File: src/rtl/gpt_pkg.sv
// Shared constants and types for the timer bank.
// Assumes a byte-addressed bus with one 32-bit word per register slot.
package gpt_pkg;

    typedef enum logic [1:0] {
        MODE_ONCE = 2'd0,
        MODE_LOOP = 2'd1,
        MODE_RSVD = 2'd2,
        MODE_FREE = 2'd3
    } run_mode_e;

    // register slot inside a 16-byte channel window (address bits [3:2])
    localparam logic [1:0] SLOT_CTRL = 2'd0;
    localparam logic [1:0] SLOT_TICK = 2'd1;
    localparam logic [1:0] SLOT_CNT  = 2'd2;
    localparam logic [1:0] SLOT_CMP  = 2'd3;

    // control and tick-setup bit positions
    localparam int CTRL_RUN_BIT  = 0;
    localparam int CTRL_CLR_BIT  = 1;
    localparam int CTRL_MODE_LSB = 4;
    localparam int TICK_SRC_BIT  = 4;
    localparam int TICK_DIV_BIT  = 0;

endpackage

File: src/rtl/gpt_chan.sv
// One timer channel: configuration, tick selection, divider, counter and
// compare. Emits a one-cycle hit pulse on a match in single-shot or periodic mode.
// Assumes tick inputs are single-cycle pulses synchronous to clk.
module gpt_chan
    import gpt_pkg::*;
#(
    parameter int CNT_W = 32
) (
    input  logic             clk,
    input  logic             rst_n,
    input  logic             fast_tick,
    input  logic             slow_tick,
    input  logic             ctrl_we,
    input  logic             tick_we,
    input  logic             cmp_we,
    input  logic             wr_run,
    input  logic             wr_clr,
    input  logic [1:0]       wr_mode,
    input  logic             wr_src,
    input  logic             wr_div,
    input  logic [CNT_W-1:0] wr_cmp,
    output logic             run_o,
    output logic [1:0]       mode_o,
    output logic             src_o,
    output logic             div_o,
    output logic [CNT_W-1:0] cnt_o,
    output logic [CNT_W-1:0] cmp_o,
    output logic             hit_o
);

    logic             run_q, src_q, div_q, phase_q;
    run_mode_e        mode_q;
    logic [CNT_W-1:0] cnt_q, cmp_q;
    logic             tick_sel, step, restart, hit;

    // selected tick, divided advance, and match detection
    always_comb begin
        tick_sel = src_q ? slow_tick : fast_tick;
        step     = run_q && tick_sel && (!div_q || phase_q);
        restart  = ctrl_we && wr_clr;
        hit      = step && (cnt_q == cmp_q) &&
                   ((mode_q == MODE_ONCE) || (mode_q == MODE_LOOP));
    end

    // run bit and mode: loaded by control writes, run dropped after a single shot
    always_ff @(posedge clk) begin
        if (!rst_n) begin
            run_q  <= 1'b0;
            mode_q <= MODE_ONCE;
        end else if (ctrl_we) begin
            run_q  <= wr_run;
            mode_q <= run_mode_e'(wr_mode);
        end else if (hit && (mode_q == MODE_ONCE)) begin
            run_q  <= 1'b0;
        end
    end

    // tick source and divider selection
    always_ff @(posedge clk) begin
        if (!rst_n) begin
            src_q <= 1'b0;
            div_q <= 1'b0;
        end else if (tick_we) begin
            src_q <= wr_src;
            div_q <= wr_div;
        end
    end

    // compare value storage
    always_ff @(posedge clk) begin
        if (!rst_n)      cmp_q <= '0;
        else if (cmp_we) cmp_q <= wr_cmp;
    end

    // divide-by-two phase, realigned by a restart
    always_ff @(posedge clk) begin
        if (!rst_n)                            phase_q <= 1'b0;
        else if (restart)                      phase_q <= 1'b0;
        else if (run_q && tick_sel && div_q)   phase_q <= ~phase_q;
    end

    // counter: restart wins, then match handling, then plain advance
    always_ff @(posedge clk) begin
        if (!rst_n)                     cnt_q <= '0;
        else if (restart)               cnt_q <= '0;
        else if (hit) begin
            if (mode_q == MODE_LOOP)    cnt_q <= '0;
        end else if (step)              cnt_q <= cnt_q + 1'b1;
    end

    assign run_o  = run_q;
    assign mode_o = mode_q;
    assign src_o  = src_q;
    assign div_o  = div_q;
    assign cnt_o  = cnt_q;
    assign cmp_o  = cmp_q;
    assign hit_o  = hit;

endmodule

File: src/rtl/gpt_irq.sv
// Shared interrupt state: enable mask, pending flags with write-one-to-clear
// acknowledge, and the combined request. Assumes hit inputs are one-cycle pulses.
module gpt_irq #(
    parameter int NCH = 6
) (
    input  logic           clk,
    input  logic           rst_n,
    input  logic           en_we,
    input  logic           ack_we,
    input  logic [NCH-1:0] wr_bits,
    input  logic [NCH-1:0] hit,
    output logic [NCH-1:0] en_o,
    output logic [NCH-1:0] pend_o,
    output logic           irq_o
);

    logic [NCH-1:0] en_q, pend_q, ack_mask;

    // acknowledge mask is only live during a write to the acknowledge slot
    always_comb ack_mask = ack_we ? wr_bits : '0;

    // enable mask register
    always_ff @(posedge clk) begin
        if (!rst_n)     en_q <= '0;
        else if (en_we) en_q <= wr_bits;
    end

    // pending flags: a new hit outranks an acknowledge in the same cycle
    always_ff @(posedge clk) begin
        if (!rst_n) pend_q <= '0;
        else        pend_q <= (pend_q & ~ack_mask) | hit;
    end

    assign en_o   = en_q;
    assign pend_o = pend_q;
    assign irq_o  = |(pend_q & en_q);

endmodule

File: src/rtl/gpt_regdec.sv
// Address decode: per-channel write strobes, shared-register strobes and the
// read-data multiplexer. Assumes word-aligned addresses (bits [1:0] zero).
module gpt_regdec
    import gpt_pkg::*;
#(
    parameter int NCH    = 6,
    parameter int ADDR_W = 8,
    parameter int DATA_W = 32
) (
    input  logic [ADDR_W-1:0]             addr,
    input  logic                          wr,
    input  logic                          rd,
    input  logic [NCH-1:0][DATA_W-1:0]    ctrl_rd,
    input  logic [NCH-1:0][DATA_W-1:0]    tick_rd,
    input  logic [NCH-1:0][DATA_W-1:0]    cnt_rd,
    input  logic [NCH-1:0][DATA_W-1:0]    cmp_rd,
    input  logic [DATA_W-1:0]             en_rd,
    input  logic [DATA_W-1:0]             pend_rd,
    output logic [NCH-1:0]                ctrl_we,
    output logic [NCH-1:0]                tick_we,
    output logic [NCH-1:0]                cmp_we,
    output logic                          en_we,
    output logic                          ack_we,
    output logic [DATA_W-1:0]             rdata
);

    localparam int WIN_W = ADDR_W - 4;

    logic [WIN_W-1:0] win;
    logic [1:0]       slot;
    logic             aligned;

    // split the address into channel window and register slot
    always_comb begin
        win     = addr[ADDR_W-1:4];
        slot    = addr[3:2];
        aligned = (addr[1:0] == 2'b00);
        en_we   = wr && aligned && (win == '0) && (slot == SLOT_CTRL);
        ack_we  = wr && aligned && (win == '0) && (slot == SLOT_CNT);
    end

    // per-channel write strobes
    for (genvar i = 0; i < NCH; i++) begin : g_we
        logic sel;
        assign sel        = wr && aligned && (win == WIN_W'(i + 1));
        assign ctrl_we[i] = sel && (slot == SLOT_CTRL);
        assign tick_we[i] = sel && (slot == SLOT_TICK);
        assign cmp_we[i]  = sel && (slot == SLOT_CMP);
    end

    // read multiplexer; unmapped addresses and idle cycles return zero
    always_comb begin
        rdata = '0;
        if (rd && aligned) begin
            if (win == '0) begin
                if (slot == SLOT_CTRL)     rdata = en_rd;
                else if (slot == SLOT_CNT) rdata = pend_rd;
            end
            for (int i = 0; i < NCH; i++) begin
                if (win == WIN_W'(i + 1)) begin
                    case (slot)
                        SLOT_CTRL: rdata = ctrl_rd[i];
                        SLOT_TICK: rdata = tick_rd[i];
                        SLOT_CNT:  rdata = cnt_rd[i];
                        default:   rdata = cmp_rd[i];
                    endcase
                end
            end
        end
    end

endmodule

File: src/rtl/gpt_bank.sv
// Top of the timer bank: NCH channels, the shared interrupt block and the
// register decode. Assumes CNT_W <= DATA_W, NCH <= DATA_W and NCH < 2**(ADDR_W-4).
module gpt_bank
    import gpt_pkg::*;
#(
    parameter int NCH    = 6,
    parameter int CNT_W  = 32,
    parameter int ADDR_W = 8,
    parameter int DATA_W = 32
) (
    input  logic              clk,
    input  logic              rst_n,
    input  logic              fast_tick,
    input  logic              slow_tick,
    input  logic [ADDR_W-1:0] bus_addr,
    input  logic              bus_wr,
    input  logic              bus_rd,
    input  logic [DATA_W-1:0] bus_wdata,
    output logic [DATA_W-1:0] bus_rdata,
    output logic              irq_out
);

    logic [NCH-1:0]              ctrl_we, tick_we, cmp_we;
    logic                        en_we, ack_we;
    logic [NCH-1:0]              ch_run, ch_src, ch_div, ch_hit;
    logic [NCH-1:0][1:0]         ch_mode;
    logic [NCH-1:0][CNT_W-1:0]   ch_cnt, ch_cmp;
    logic [NCH-1:0][DATA_W-1:0]  ctrl_rd, tick_rd, cnt_rd, cmp_rd;
    logic [NCH-1:0]              irq_en, pend;

    for (genvar i = 0; i < NCH; i++) begin : g_ch
        gpt_chan #(.CNT_W(CNT_W)) u_chan (
            .clk       (clk),
            .rst_n     (rst_n),
            .fast_tick (fast_tick),
            .slow_tick (slow_tick),
            .ctrl_we   (ctrl_we[i]),
            .tick_we   (tick_we[i]),
            .cmp_we    (cmp_we[i]),
            .wr_run    (bus_wdata[CTRL_RUN_BIT]),
            .wr_clr    (bus_wdata[CTRL_CLR_BIT]),
            .wr_mode   (bus_wdata[CTRL_MODE_LSB +: 2]),
            .wr_src    (bus_wdata[TICK_SRC_BIT]),
            .wr_div    (bus_wdata[TICK_DIV_BIT]),
            .wr_cmp    (bus_wdata[CNT_W-1:0]),
            .run_o     (ch_run[i]),
            .mode_o    (ch_mode[i]),
            .src_o     (ch_src[i]),
            .div_o     (ch_div[i]),
            .cnt_o     (ch_cnt[i]),
            .cmp_o     (ch_cmp[i]),
            .hit_o     (ch_hit[i])
        );

        // readback words for this channel
        always_comb begin
            ctrl_rd[i]                      = '0;
            ctrl_rd[i][CTRL_RUN_BIT]        = ch_run[i];
            ctrl_rd[i][CTRL_MODE_LSB +: 2]  = ch_mode[i];
            tick_rd[i]                      = '0;
            tick_rd[i][TICK_SRC_BIT]        = ch_src[i];
            tick_rd[i][TICK_DIV_BIT]        = ch_div[i];
            cnt_rd[i]                       = DATA_W'(ch_cnt[i]);
            cmp_rd[i]                       = DATA_W'(ch_cmp[i]);
        end
    end

    gpt_irq #(.NCH(NCH)) u_irq (
        .clk     (clk),
        .rst_n   (rst_n),
        .en_we   (en_we),
        .ack_we  (ack_we),
        .wr_bits (bus_wdata[NCH-1:0]),
        .hit     (ch_hit),
        .en_o    (irq_en),
        .pend_o  (pend),
        .irq_o   (irq_out)
    );

    gpt_regdec #(.NCH(NCH), .ADDR_W(ADDR_W), .DATA_W(DATA_W)) u_dec (
        .addr    (bus_addr),
        .wr      (bus_wr),
        .rd      (bus_rd),
        .ctrl_rd (ctrl_rd),
        .tick_rd (tick_rd),
        .cnt_rd  (cnt_rd),
        .cmp_rd  (cmp_rd),
        .en_rd   (DATA_W'(irq_en)),
        .pend_rd (DATA_W'(pend)),
        .ctrl_we (ctrl_we),
        .tick_we (tick_we),
        .cmp_we  (cmp_we),
        .en_we   (en_we),
        .ack_we  (ack_we),
        .rdata   (bus_rdata)
    );

endmodule

File: config.mk
export PLATFORM = sky130hd
export DESIGN_NAME = gpt_bank
export DESIGN_NICKNAME = d
export VERILOG_FILES = /design/src/rtl/gpt_pkg.sv /design/src/rtl/gpt_chan.sv /design/src/rtl/gpt_irq.sv /design/src/rtl/gpt_regdec.sv /design/src/rtl/gpt_bank.sv
export SDC_FILE = /design/constraint.sdc
export NUM_CORES = 1
export LEC_CHECK = 0
export ABC_AREA = 1
export BUFFER_PORTS_ARGS = -buffer_cell sky130_fd_sc_hd__buf_2
export CAP_MARGIN = 20
export CORE_ASPECT_RATIO = 1.2
export CORE_MARGIN = 3
export CORE_UTILIZATION = 44
export CTS_BUF_LIST = sky130_fd_sc_hd__clkbuf_4 sky130_fd_sc_hd__clkbuf_8
export CTS_CLUSTER_DIAMETER = 60
export CTS_CLUSTER_SIZE = 40
export DETAILED_ROUTE_END_ITERATION = 8
export PLACE_DENSITY = 0.58
export SLEW_MARGIN = 5
export SYNTH_ARGS = -nofsm -noshare
export SYNTH_HDL_FRONTEND = slang
export SYNTH_SLANG_ARGS = --single-unit
File: constraint.sdc
create_clock -name clk -period 3 [get_ports clk]
set_clock_uncertainty 0.1 [all_clocks]
set_input_delay 0.15 -clock clk [delete_from_list [all_inputs] [get_ports clk]]
set_output_delay 0.15 -clock clk [all_outputs]
set_load 0.01 [all_outputs]
# == Yosys cells after proc, flatten, opt, wreduce, memory -nomap -nowiden ==
# Index checks and enable logic that the tools add are counted.
# totals
ff_bits,432
input_bits,46
wordCells,264
# classes
add_sub_neg,6
n_eq_ne,27
muxes,53
n_bitwise,11
n_reduce_logical,123
# op_table
operator,n
$mux 32,27
$pmux 32 s3,6
$add 32x1->32 const B,6
$eq 32x32->1,6
$logic_and 1x1->1,71
$reduce_bool 2->1,12
$mux 1,18
$logic_not 2->1,8
$eq 2x1->1 const B,7
$and 6x6->6,2
$eq 4x3->1 const B,3
$logic_or 1x1->1,12
$mux 6,2
$ne 2x2->1 const B,6
$reduce_and 2->1,6
$reduce_or 2->1,6
$eq 4x2->1 const B,2
$not 1->1,7
$logic_not 1->1,6
$not 6->6,1
$or 6x6->6,1
$reduce_or 6->1,1
$eq 2x2->1 const B,2
$eq 4x1->1 const B,1
$logic_not 4->1,1

# == Depth between registers and ports, before layout ==
# Gate-level depths: netlist of the first run.
# depth
depth_word,11
depth_mapped,16
ltp_nobuf,15

# == Modules after synthesis ==
# A second synthesis of the first run with hierarchy kept.
# unflattened
hier_cells,6265
hier_area_um2,35029.8
# by_module_without_submodules
mod,n_inst,cells_each,area_each_um2
gpt_chan,6,757,4513.1
gpt_regdec,1,1654,7482.2
gpt_irq,1,68,465.4
gpt_bank,1,1,3.8

# == Worst setup path before layout of the first run ==
# OpenSTA, ideal clock, no wires.
# synth_path
path_type,reg-to-reg
from,register g_ch[3].u_chan.cnt_q[29]
to,register g_ch[3].u_chan.cnt_q[0]
setup_ps,117
arrival_ps,1719
t_required_ps,2783
slack_ps,1064
stages_incl_launch_ff,11
n_path_buf,2
period_less_slack_ps,1936
cell_sequence,dfxtp_1 > clkbuf_1 > xnor2_1 > nand2_1 > nor2_1 > nand2_1 > nor2_1 > nand4_1 > clkbuf_1 > a21oi_1 > nor2_1
# synth_via
elab_chain_len,5
# synth_lines
element,line,text
"start, declared",gpt_chan.sv:33,"logic [CNT_W-1:0] cnt_q, cmp_q;"
"start signal, assigned",gpt_chan.sv:88,end else if (step) cnt_q <= cnt_q + 1'b1;
$eq 32x32->1 (*),gpt_chan.sv:41,hit = step && (cnt_q == cmp_q) &&
$logic_and 1x1->1 (*) (2 in series),gpt_chan.sv:41,
$ne 2x2->1 (no line) / $reduce_bool 2->1 (equally long branches),--,
$reduce_and 2->1 (no line),--,
# Every way passes the cells marked *; elsewhere a longest branch is shown, timed or not.
# A chain may end at the register's enable or synchronous reset.

# == Worst setup path in the final report of the first run ==
# layout_path
from,register g_ch[1].u_chan.cnt_q[11]
to,output port bus_rdata[11]
# layout_via
elab_chain_len,7
# layout_lines
element,line,text
"start, declared",gpt_chan.sv:33,
"start signal, assigned",gpt_chan.sv:88,
$pmux 32 s3,gpt_regdec.sv:61,case (slot)
$mux 32 (5 in series),gpt_regdec.sv:60,if (win == WIN_W'(i + 1)) begin
$mux 32,gpt_regdec.sv:54,if (rd && aligned) begin
"end, declared",gpt_bank.sv:19,"output logic [DATA_W-1:0] bus_rdata,"
# Every way passes these cells.

==> summary.md, run 1 <==
| Metric | Value |
|---|---|
| Status | finished with violations |
| Violated checks | negative setup slack |
| FMAX | 332 MHz |
| Synth warn | 0 |
| CP endpoint kind | output port |
| RSZ-0062 raised after global routing | false |
| CTS H-tree lvls | 2 |
| Post-synth top area cell | dfxtp_1 |
| Leakage | 13.5 nW |
| Top cell type's share of synthesized area | 0.300 |
| Routed wire per std cell | 23.2 µm |
| Startpoint Class | register |
| Sw power | 0.00356 W |
| Slew Limit Fails | 0 |
| Max-Cap Viols | 0 |
| Ranking of synthesized cells by area | dfxtp_1, nand2_1, nor2_1 |
| Die Ht | 287 µm |
| Register area share after synthesis | 0.300 |
| Synthesized area per cell | 5.88 µm² |
| Asr flop ratio synth | 0 |
| Syn-to-layout area delta | 11.1% |
| FF+latch count, synth | 432 |
| Syn_nets | 4965 |
| Clk root buf | clkbuf_8 |
| Largest net degree at the start of global routing | 92 |
| Placed Area | 30500 µm² |
| Met1 GRT Util | 0.472 |
| Die area | 68700 µm² |
| CTS buffer count | 48 |
| DP Cell Count | 5732 |
| DR vias/cell | 5.68 |
| Cell variety after synth | 46 |
| TritonCTS clock tree | done |
| Max transition margin | 0.386 |
| Final WL | 136000 µm |
| Most frequently used flop master after synthesis | dfxtp_1 |
| Share of power burned in combinational logic | 0.078 |
| Starting density of the core | 0.446 |
| Final period utilization | 1.00 |
| Proportion of layout cells with a drive suffix above 1 | 0.0774 |
| Cell area after layout | 32100 µm² |
| Row cnt | 102 |
| Port-buffer cells | 78 |
| Min-Delay Startpoint | bus_addr[4] |
| WP buf/inv | 3 |
| Final Worst Setup Slack | -13.1 ps |
| CP Class | reg -> out |
| CP Depth | 9 |
| Worst path arrival time | 2760 ps |
| Cells after synthesis | 4913 |
| Pint | 0.00779 W |
| # clock sinks | 432 |
| Final min period | 3010 ps |
| Seq pwr share | 0.506 |
| GRT Util Overall | 0.387 |
| Critical path cell sequence | inv_1 > o22ai_1 > nand2_1 > nand3_1 > o21ai_0 > nand3_1 > nand3_1 > inv_1 > buf_2 |
| Clock transition at path regs | 90 ps |
| Post-DRT Antenna Nets | 0 |
| Core area | 64700 µm² |
| Sw Share | 0.314 |
| Final setup vio count | 1 |
| Via Count | 33400 |
| Final nets | 5042 |
| DR iter-0 viols | 3657 |
| Fill cells | 7084 |
| Worst reg2reg path depth | 14 |
| Fin Setup TNS | -13.1 ps |
| Number of synthesized flops with an enable pin | 0 |
| I/O Pins | 79 |
| Critical path origin | g_ch[1].u_chan.cnt_o[11]$_SDFFE_PP0P_ |
| DPL Wire Length | 102000 µm |
| CP max FO | 4 |
| CTS max path bufs | 3 |
| IR drop worst, VDD | 0.000387 V |
| Worst Tran Pin Value | 920 ps |
| Placer Congestion | 1.07 |
| Worst-Skew Late Latency | 740 ps |
| Post-CTS Setup Bufs | 0 |
| Die Wd | 240 µm |
| Vias in the first global route | 31100 |
| HP Class | in -> reg |
| Post-Syn Area | 28900 µm² |
| Most crowded layer after global routing | met2 |
| Cell family with most CP delay | compound AO/OA/AOI/OAI gates |
| CP required | 2750 ps |
| Critical Path Most Common Cell | nand3_1 |
| CP max stage delay | 430 ps |
| Met2 GRT Util | 0.627 |
| Clock group share of total power | 0.417 |
| CP max stage cell | dfxtp_1 |
| RR Startpoint | g_ch[2].u_chan.cnt_o[28]$_SDFFE_PP0P_ |
| Antenna violations before repair | 16 |
| # DRC | 0 |
| Non-Filler Instances | 5870 |
| Fin. Hold Viols | 0 |
| GRT overflow | 0 |
| Pre-CTS setup slack | 156 ps |
| Cell Pwr Density | 354 nW/µm² |
| Drt pass-1 iters | 8 |
| Worst hold stages | 5 |
| Final Total Pwr | 0.0114 W |
| First-pass GRT wire length | 200000 µm |
| Met3 Resource Use GR | 0.0644 |
==> metrics by stage <==
stage / hold WS [ps] / util
detailed placement: 368 / 0.472
floorplan: 194 / -
CTS: 0.626 / 0.495
global route: 64.2 / 0.495
finish: 59.2 / 0.495
global placement: 365 / 0.472
==> layout by cell type (no fill, tap or decap), types with 12 or more instances in the layout <==
master,n
a21oi_1,441
a221oi_1,12
buf_2,77
buf_4,128
clkbuf_8,50
dfxtp_1,432
dlygate4sd3_1,40
inv_1,609
inv_2,43
nand2_1,1357
nand3_1,261
nand4_1,93
nor2_1,613
nor3_1,102
nor4_1,13
o21ai_0,283
o21ai_1,38
o221ai_1,38
o22ai_1,121
xnor2_1,46
xor2_1,94
==> cell type report <==
| cell class | instances | area [µm²] | share of cell area |
|---|---|---|---|
| repair buffers | 255 | 1940 | 0.0605 |
| clock inverters | 39 | 387 | 0.0121 |
| flip-flops and latches | 432 | 8650 | 0.270 |
| diodes | 9 | 22.5 | 0.000702 |
| multi-input cells | 3599 | 16900 | 0.527 |
| clock buffers | 50 | 688 | 0.0215 |
| inverters | 654 | 2450 | 0.0766 |
| well taps | 832 | 1040 | 0.0325 |
==> metal layers <==
metal / vias up / share of wire
li1: 16000 / -
met1: 15400 / 0.39
met2: 1557 / 0.45
met3: 401 / 0.081
met4: 4 / 0.079
met5: - / 0.00026
==> kinds of logic after synthesis <==
group | after synthesis | synth area share
AND/OR/NAND/NOR | 2488 | 0.355
XOR/XNOR | 140 | 0.0425
buffers and inverters | 882 | 0.119
flip-flops | 432 | 0.300
AO/OA/AOI/OAI | 965 | 0.182
adder cells (fa/ha/maj) | 6 | 0.00260
==> worst paths after layout <==
| check | end | slack [ps] |
|---|---|---|
| max | bus_rdata[11] | -10 |
| min | g_ch[0].u_chan.mode_o[0]$_SDFFE_PN0P_ | 60 |
| max reg2reg | g_ch[2].u_chan.cnt_o[26]$_SDFFE_PP0P_ | 440 |
| min reg2reg | g_ch[3].u_chan.cmp_o[31]$_SDFFE_PN0P_ | 390 |
==> synth_stat cells, types with 37 or more instances <==
cell type	number
a21oi_1	442
o22ai_1	125
xnor2_1	46
dfxtp_1	432
nor3_1	103
nand4_1	93
nand3_1	263
o21ai_0	284
xor2_1	94
nor2_1	613
o221ai_1	38
clkbuf_1	149
inv_1	609
inv_2	43
buf_2	49
nand2_1	1362
o21ai_1	37
==> worst min-delay path, cell delays in order <==
cell and delay [ps]:
buf_2 140, inv_2 130, nor4_2 90, nand2_1 190, a21oi_1 100
==> state kept, by name, indices dropped and copies added, names as in the netlist <==
| signal | cells |
|---|---|
| g_ch.u_chan.run_o | 6 |
| g_ch.u_chan.phase_q | 6 |
| g_ch.u_chan.div_o | 6 |
| g_ch.u_chan.src_o | 6 |
| g_ch.u_chan.mode_o | 12 |
| g_ch.u_chan.cmp_o | 192 |
| u_irq.en_o | 6 |
| g_ch.u_chan.cnt_o | 192 |
| u_irq.pend_o | 6 |
==> power groups by stage <==
| stage | combinational, W | clock, W | sequential (W) |
|---|---|---|---|
| final | 0.000881 | 0.00473 | 0.00574 |
| after global routing | 0.000909 | 0.00497 | 0.00574 |
| after global placement | 0.000801 | 0 | 0.00588 |
| after CTS | 0.000842 | 0.00476 | 0.00574 |
| after floorplan | 0.000381 | 0 | 0.00587 |
| after detailed placement | 0.000801 | 0 | 0.00588 |
==> repair_timing <==
| item | 4_1_cts | 5_1_grt |
|---|---|---|
| setup endpoints to repair | 4 | 1 |
| gates resized for setup | 4 | 1 |
| hold endpoints to repair | 231 | 0 |
| cloned | 0 | 0 |
| hold buffers | 40 | 0 |
(Power assumes the default switching activity.)
==> inputs of run 2 (changes only) <==
==> constraint.sdc (replaced) <==
create_clock -name clk -period 3.6 [get_ports clk]
set_clock_uncertainty 0.1 [all_clocks]
set_input_delay 0.18 -clock clk [delete_from_list [all_inputs] [get_ports clk]]
set_output_delay 0.18 -clock clk [all_outputs]
set_load 0.01 [all_outputs]
==> summary.md, run 2 (synthesis gave the netlist of run 1 again) <==
| Metric | Value |
|---|---|
| Fill cells | 7175 |
| Antenna violations before repair | 12 |
| Leading cell type in the layout, fill and taps excluded | nand2_1 |
| Vias in the first global route | 30800 |
| Max-Cap Viols | 0 |
| Fin Setup TNS | 0 ps |
| FMAX | 291 MHz |
| Startpoint Class | input port |
| CP max FO | 45 |
| Cell Pwr Density | 302 nW/µm² |
| # DRC | 0 |
| Pre-CTS setup slack | 331 ps |
| Clk root buf | clkbuf_8 |
| Slew Limit Fails | 0 |
| CP required | 3320 ps |
| Worst hold stages | 5 |
| I/O Pins | 79 |
| Reg2Reg Setup Slack | 890 ps |
| CP max stage cell | nand2_4 |
| Leakage | 13.1 nW |
| Post-DRT Antenna Nets | 0 |
| Via Count | 32700 |
| Die Wd | 240 µm |
| Placer Congestion | 1.01 |
| Most frequent cells in the layout | nand2_1, nor2_1, inv_1, a21oi_1, dfxtp_1 |
| Proportion of layout cells with a drive suffix above 1 | 0.0628 |
| GRT Util Overall | 0.378 |
| Share of power burned in combinational logic | 0.077 |
| Row cnt | 102 |
| Final period utilization | 0.954 |
| DPL Wire Length | 100000 µm |
| Final Worst Setup Slack | 164 ps |
| CP Class | in -> out |
| Clock transition at path regs | 140 ps |
| Critical path cell sequence | buf_2 > nand2_4 > buf_4 > o22ai_1 > o21ai_0 > nand2_1 > nand2_1 > a211oi_1 > buf_2 |
| IR drop worst, VDD | 0.000253 V |
| Multi-input gate area | 16900 µm² |
| GRT overflow | 0 |
| CP max stage delay | 500 ps |
| CTS H-tree lvls | 2 |
| CTS max path bufs | 3 |
| Seq. cell area | 8650 µm² |
| Starting density of the core | 0.446 |
| Sw power | 0.00291 W |
| Final nets | 4973 |
| Core area | 64700 µm² |
| Syn-to-layout area delta | 9.15% |
| PostCTS Resize Cnt | 0 |
| Pint | 0.00661 W |
| Worst reg2reg path depth | 13 |
| Final setup vio count | 0 |
| Final min period | 3440 ps |
| CP endpoint kind | output port |
| Die area | 68700 µm² |
| First-pass GRT wire length | 196000 µm |
| Worst-Skew Late Latency | 720 ps |
| DR iter-0 viols | 3571 |
| Fin. Hold Viols | 0 |
| Drt pass-1 iters | 6 |
| Largest net degree at the start of global routing | 120 |
| CTS buffer count | 44 |
| Seq pwr share | 0.503 |
| TritonCTS clock tree | done |
| RSZ-0062 raised after global routing | false |
| DR vias/cell | 5.65 |
| Clock group share of total power | 0.421 |
| Worst path arrival time | 3160 ps |
| Sw Share | 0.305 |
| HP Class | in -> reg |
| Die Ht | 287 µm |
| # clock sinks | 432 |
| Status | complete, no violations |
| Worst Tran Pin Value | 901 ps |
| Non-Filler Instances | 5792 |
| DP Cell Count | 5665 |
| Hold buffer count at CTS | 41 |
| Port-buffer cells | 78 |
| Max transition margin | 0.398 |
| Post-CTS Setup Bufs | 0 |
| Final WL | 133000 µm |
| Routed wire per std cell | 22.9 µm |
==> run 2: changes by cell type in the layout (fill, tap and decap cells not counted), sizes merged, moves of 3 or more <==
cell	previous run	this run
inv	674	663
diode	9	4
bufinv	1	4
clkinvlp	7	3
buf	215	149
clkinv	11	16
==> run 2: worst max-delay path, delay by kind of cell <==
family	cells	cell delay, ps
buffers and inverters	3	1090
and+or+nand+nor	3	780
AOI/OAI and AO/OA	3	1070
==> run 2: layout make-up <==
cell class,instances,area share
Antenna cell,4,0.000318
Clock buffer,49,0.0208
Clock inverter,32,0.0139
Inverter,654,0.0779
Multi-Input combinational cell,3599,0.535
Sequential cell,432,0.274
Tap cell,832,0.0330
Timing Repair Buffer,190,0.0445
==> run 2: per-stage QoR <==
step | hold WS (ps) | utilization | instance area [µm²] | power (W)
6_report | 255 | 0.487 | 31500 | 0.00952
5_1_grt | 227 | 0.487 | 31500 | 0.00975
4_1_cts | 152 | 0.486 | 31500 | 0.00953
3_5_place_dp | 371 | 0.463 | 30000 | 0.00556
3_3_place_gp | 364 | 0.463 | 30000 | 0.00556
2_1_floorplan | 224 | - | 28900 | 0.00521
==> run 2: routing by layer <==
| metal | routed length, µm | track usage |
|---|---|---|
| met5 | 39 | 0 |
| met4 | 9730 | 0.232 |
| met3 | 10300 | 0.0522 |
| met2 | 59600 | 0.612 |
| met1 | 52900 | 0.476 |
==> run 2: worst paths after layout <==
check | start | endpoint
max | bus_addr[3] | bus_rdata[12]
min | bus_wr | g_ch[5].u_chan.run_o$_SDFFE_PN0P_
max reg2reg | g_ch[2].u_chan.cnt_o[11]$_SDFFE_PP0P_ | g_ch[2].u_chan.cnt_o[20]$_SDFFE_PP0P_
min reg2reg | g_ch[4].u_chan.cmp_o[29]$_SDFFE_PN0P_ | g_ch[4].u_chan.cmp_o[29]$_SDFFE_PN0P_
==> run 2: power by group through the flow <==
stage	logic, W	registers [W]	clock network [W]
after floorplan	0.000318	0.00489	0
after global placement	0.000663	0.00490	0
after detailed placement	0.000662	0.00490	0
after CTS	0.000696	0.00479	0.00405
after global routing	0.000749	0.00479	0.00421
final	0.000728	0.00479	0.00400
